$ cat src/rtl/burst_col_pkg.sv
package burst_col_pkg;
  typedef enum logic [2:0] {
    BLC_1    = 3'd0,
    BLC_2    = 3'd1,
    BLC_4    = 3'd2,
    BLC_8    = 3'd3,
    BLC_PAGE = 3'd7
  } blc_e;
endpackage

$ cat src/rtl/burst_len_decode.sv
module burst_len_decode import burst_col_pkg::*; #(
  parameter int COL_W = 10
) (
  input  logic [2:0]       bl_code,
  input  logic             ilv_req,
  input  logic             is_write,
  input  logic             single_wr,
  output logic [COL_W-1:0] wrap_mask,
  output logic             full_page,
  output logic             ilv
);
  localparam logic [COL_W-1:0] ALL_ONES = {COL_W{1'b1}};

  always_comb begin
    wrap_mask = '0;
    full_page = 1'b0;
    if (!(is_write && single_wr)) begin
      case (bl_code)
        BLC_2:    wrap_mask = COL_W'(1);
        BLC_4:    wrap_mask = COL_W'(3);
        BLC_8:    wrap_mask = COL_W'(7);
        BLC_PAGE: begin
          wrap_mask = ALL_ONES;
          full_page = 1'b1;
        end
        default:  wrap_mask = '0;
      endcase
    end
    ilv = ilv_req && !full_page;
  end
endmodule

$ cat src/rtl/burst_col_step.sv
module burst_col_step #(
  parameter int COL_W = 10
) (
  input  logic [COL_W-1:0] base,
  input  logic [COL_W-1:0] beat_idx,
  input  logic [COL_W-1:0] wrap_mask,
  input  logic             ilv,
  output logic [COL_W-1:0] col
);
  logic [COL_W-1:0] sum;
  assign sum = base + beat_idx;

  for (genvar i = 0; i < COL_W; i++) begin : g_bit
    assign col[i] = !wrap_mask[i] ? base[i]
                  : (ilv ? (base[i] ^ beat_idx[i]) : sum[i]);
  end
endmodule

$ cat src/rtl/burst_col_gen.sv
module burst_col_gen #(
  parameter int COL_W = 10
) (
  input  logic             clk,
  input  logic             rst_n,
  input  logic             cmd_start,
  input  logic [COL_W-1:0] cmd_col,
  input  logic [2:0]       cmd_bl,
  input  logic             cmd_ilv,
  input  logic             cmd_write,
  input  logic             wr_single,
  input  logic             term,
  input  logic             beat_ready,
  output logic             beat_valid,
  output logic [COL_W-1:0] beat_col,
  output logic             beat_last
);
  logic [COL_W-1:0] dec_mask;
  logic             dec_full, dec_ilv;

  logic             vld_q, full_q, ilv_q;
  logic [COL_W-1:0] base_q, idx_q, mask_q;
  logic             last_w;

  burst_len_decode #(.COL_W(COL_W)) u_dec (
    .bl_code   (cmd_bl),
    .ilv_req   (cmd_ilv),
    .is_write  (cmd_write),
    .single_wr (wr_single),
    .wrap_mask (dec_mask),
    .full_page (dec_full),
    .ilv       (dec_ilv)
  );

  burst_col_step #(.COL_W(COL_W)) u_step (
    .base      (base_q),
    .beat_idx  (idx_q),
    .wrap_mask (mask_q),
    .ilv       (ilv_q),
    .col       (beat_col)
  );

  assign last_w     = vld_q && !full_q && (idx_q == mask_q);
  assign beat_valid = vld_q;
  assign beat_last  = last_w;

  always_ff @(posedge clk) begin
    if (!rst_n) begin
      vld_q  <= 1'b0;
      full_q <= 1'b0;
      ilv_q  <= 1'b0;
      base_q <= '0;
      idx_q  <= '0;
      mask_q <= '0;
    end else if (cmd_start) begin
      vld_q  <= 1'b1;
      full_q <= dec_full;
      ilv_q  <= dec_ilv;
      base_q <= cmd_col;
      idx_q  <= '0;
      mask_q <= dec_mask;
    end else if (term) begin
      vld_q <= 1'b0;
    end else if (vld_q && beat_ready) begin
      idx_q <= idx_q + 1'b1;
      if (last_w) vld_q <= 1'b0;
    end
  end
endmodule

$ cat config.mk
export PLATFORM = sky130hd
export DESIGN_NAME = burst_col_gen
export DESIGN_NICKNAME = d
export VERILOG_FILES = /design/src/rtl/burst_col_pkg.sv /design/src/rtl/burst_len_decode.sv /design/src/rtl/burst_col_step.sv /design/src/rtl/burst_col_gen.sv
export SDC_FILE = /design/constraint.sdc
export NUM_CORES = 1
export LEC_CHECK = 0
export ABC_AREA = 1
export BUFFER_PORTS_ARGS = -buffer_cell sky130_fd_sc_hd__buf_2
export CAP_MARGIN = 0
export CORE_MARGIN = 1
export CORE_UTILIZATION = 50
export CTS_CLUSTER_DIAMETER = 120
export DETAILED_ROUTE_END_ITERATION = 8
export PLACE_DENSITY_LB_ADDON = 0.08
export SETUP_SLACK_MARGIN = 0.2
export SLEW_MARGIN = 20
export SYNTH_ARGS = -nofsm -noshare
export SYNTH_HDL_FRONTEND = slang
export SYNTH_HIERARCHICAL = 1
export SYNTH_SLANG_ARGS = --single-unit
export TNS_END_PERCENT = 10
$ cat constraint.sdc
create_clock -name clk -period 5.01 [get_ports clk]
set_input_delay 0.7515 -clock clk [delete_from_list [all_inputs] [get_ports clk]]
set_output_delay 0.7515 -clock clk [all_outputs]
set_load 0.1 [all_outputs]
==> results.toml <==
[die]
start_util_pct = 51.9
core_um2 = 4000
num_rows = 23
die_area_um2 = 4420
die-width_um = 66.5
die_h_um = 66.5
ios = 33

[clock_tree]
clockBufferDepth = 2
cts_buffers = 5
cts_setup_buffers = 0
cts_tree = "built"
clock-root-buffer = "clkbuf_8"
clock-sinks = 33
hold_buffers = 0
path_clk_slew_ns = 0.07
cts_resized = 0
clk_latency_ns = 0.29
h-tree-depth = 2

[pwr]
fin_total_pwr_uw = 704
powerDensity_nw_per_um2 = 299
max-vdd-ir-drop_mv = 0.161
p_leak_uw = 0.00109

[final_layout]
drive_gt1_share_pct = 16.4
fillers = 402
multiInputGateArea_um2 = 1200
fin_nets = 378
most-common-layout-cells = "nand2_1, nor2_1, inv_1"
diodes = 0
finish.utilization_pct = 58.8
final-seq-area_um2 = 661
final_common_cell = "nand2_1"
synthToLayoutAreaGrowth_pct = 13.3

[status]
status = "completed"

[timing]
maxSlewViolCount = 0
clock_skew_ns = 0.00571
slew_headroom_pct = 39.1
worst_pin_slew_ns = 0.912
setup_viol = 0
rsz0062_at_grt = "false"
hold_viol = 0
period_share_pct = 61.4
setup_tns_ns = 0
setup_ws_ns = 1.94
min_period_ns = 3.07
fmax_ghz = 0.325

[setup_path]
crit_path_start = "idx_q[0]"
worst-path-buf-inv = 1
arrival_ns = 2.32
worstSetupEndpointType = "primary output"
r2r_start = "idx_q[1]"
cp-start-kind = "register"
crit_chain = "ha_1 > fa_1 > nand3_1 > nand2_1 > nand3_1 > nand3_1 > nand3_1 > nand2_1 > a21oi_1 > buf_2"
cp_data_required_time_ns = 4.26
crit_family = "adder cells"
crit_fanout = 5
crit_top_cell = "nand3_1"
critical_path_class = "reg -> out"
slowest_stage = "buf_2"
max_stage_delay_ns = 0.43

[yosys]
yosysUniqueCellTypes = 27
yosysTopAreaCell = "dfxtp_1"
ys_warn_count = 6
synth_nets = 351
synthCells = 319
netlist_area_um2 = 2080
synth_top_area_share_pct = 31.8
ys_seq_elements = 33
ys_seq_area_share_pct = 31.8
synth.avg_cell_area_um2 = 6.51
synthTopCellsByArea = "dfxtp_1, nand2_1, nor2_1, o21ai_0, a21oi_1"

[run]
cap_violations = 0

[routing]
post-route-drc-count = 0
vias_per_cell = 4.96
wl_um = 4790
wl_per_cell_um = 12.1
vias = 1970
first_iter_violations = 112
ant_nets = 0
firstDrtPassIters = 4

[placement]
port_buffers = 32
place_congestion = 0.879
hpwl_um = 3510
pre_cts_slack_ns = 2.28

[global_routing]
grt_pass1_wl_um = 8100
grt_max_degree = 32
grt_usage_pct = 24.9
grt_pass1_vias = 1772
overflow = 0
antenna_found_initial = 0

[worst_hold_path]
worstHoldStart = "full_q"
hp-class = "reg -> reg"
## logic make-up (layout without fill, tap and decap cells)
| family | Yosys count | after routing | share of synthesized area [%] |
|---|---|---|---|
| AND/OR/NAND/NOR | 150 | 150 | 31.2 |
| AO/OA/AOI/OAI | 65 | 65 | 15.9 |
| buffers and inverters | 52 | 80 | 10.6 |
| flip-flops | 33 | 33 | 31.8 |
| adder cells (fa/ha/maj) | 11 | 11 | 6.99 |
| XOR/XNOR | 7 | 7 | 2.95 |
| multiplexers | 1 | 1 | 0.542 |
## registers in the layout (all words and copies together) (netlist names)
name        flops
idx_q          10
ilv_q           1
beat_valid      1
base_q         10
full_q          1
mask_q         10
## tightest hold or removal path, stage by stage (launching register included)
cell     delay [ns]
dfxtp_1        0.33
o21ai_0        0.07
nor2_1         0.07
## layout make-up
| class | count | area share [%] |
|---|---|---|
| Clock buffer | 6 | 3.51 |
| Tap cell | 50 | 2.66 |
| Inverter | 40 | 6.49 |
| Sequential cell | 33 | 28.1 |
| Multi-Input combinational cell | 234 | 50.9 |
| Clock inverter | 2 | 1.60 |
| Timing Repair Buffer | 32 | 6.81 |
## per-layer routing
layer / GRT usage, % / vias up / part of all wire [%]
li1: - / 1066 / -
met3: 5.14 / 2 / 4.4
met2: 40.1 / 43 / 46
met1: 32.4 / 859 / 49
met5: 0 / - / 0
met4: 9.57 / 0 / 0.71
## path summary, 6_finish.rpt
path / cells after the start / slack [ns] / end
worst max register to register: 6 / 3.60 / idx_q[6]
worst min register to register: 2 / 0.50 / full_q
worst min-delay path: 2 / 0.50 / full_q
worst max-delay path: 10 / 1.94 / beat_col[8]
## power breakdown
| group | internal, µW | switching (µW) |
|---|---|---|
| combinational | 34.8 | 114 |
| sequential | 274 | 12.7 |
| clock | 162 | 106 |
| total | 471 | 233 |
## stage by stage
step	cells	hold WS, ns	instance area [µm²]
global placement	389	0.485	2230
detailed placement	389	0.486	2230
global route	397	0.544	2350
finish	397	0.501	2350
CTS	397	0.508	2350
floorplan	319	0.463	2080
## cell usage after synthesis
cell type / number
nor2_4: 1
nand3_1: 11
nor2_1: 55
ha_1: 10
fa_1: 1
o21ai_0: 32
o21ai_1: 1
o21a_1: 1
inv_2: 2
and2_1: 1
clkinv_1: 2
nand3_2: 5
inv_4: 1
nand4_1: 3
a31oi_1: 2
a21oi_1: 29
inv_1: 35
nor2_2: 4
or2_2: 1
nand2_2: 2
buf_4: 6
clkbuf_1: 6
xor2_1: 7
mux2_2: 1
nand2_1: 63
dfxtp_1: 33
nor3_1: 4
(Power assumes the default switching activity.)
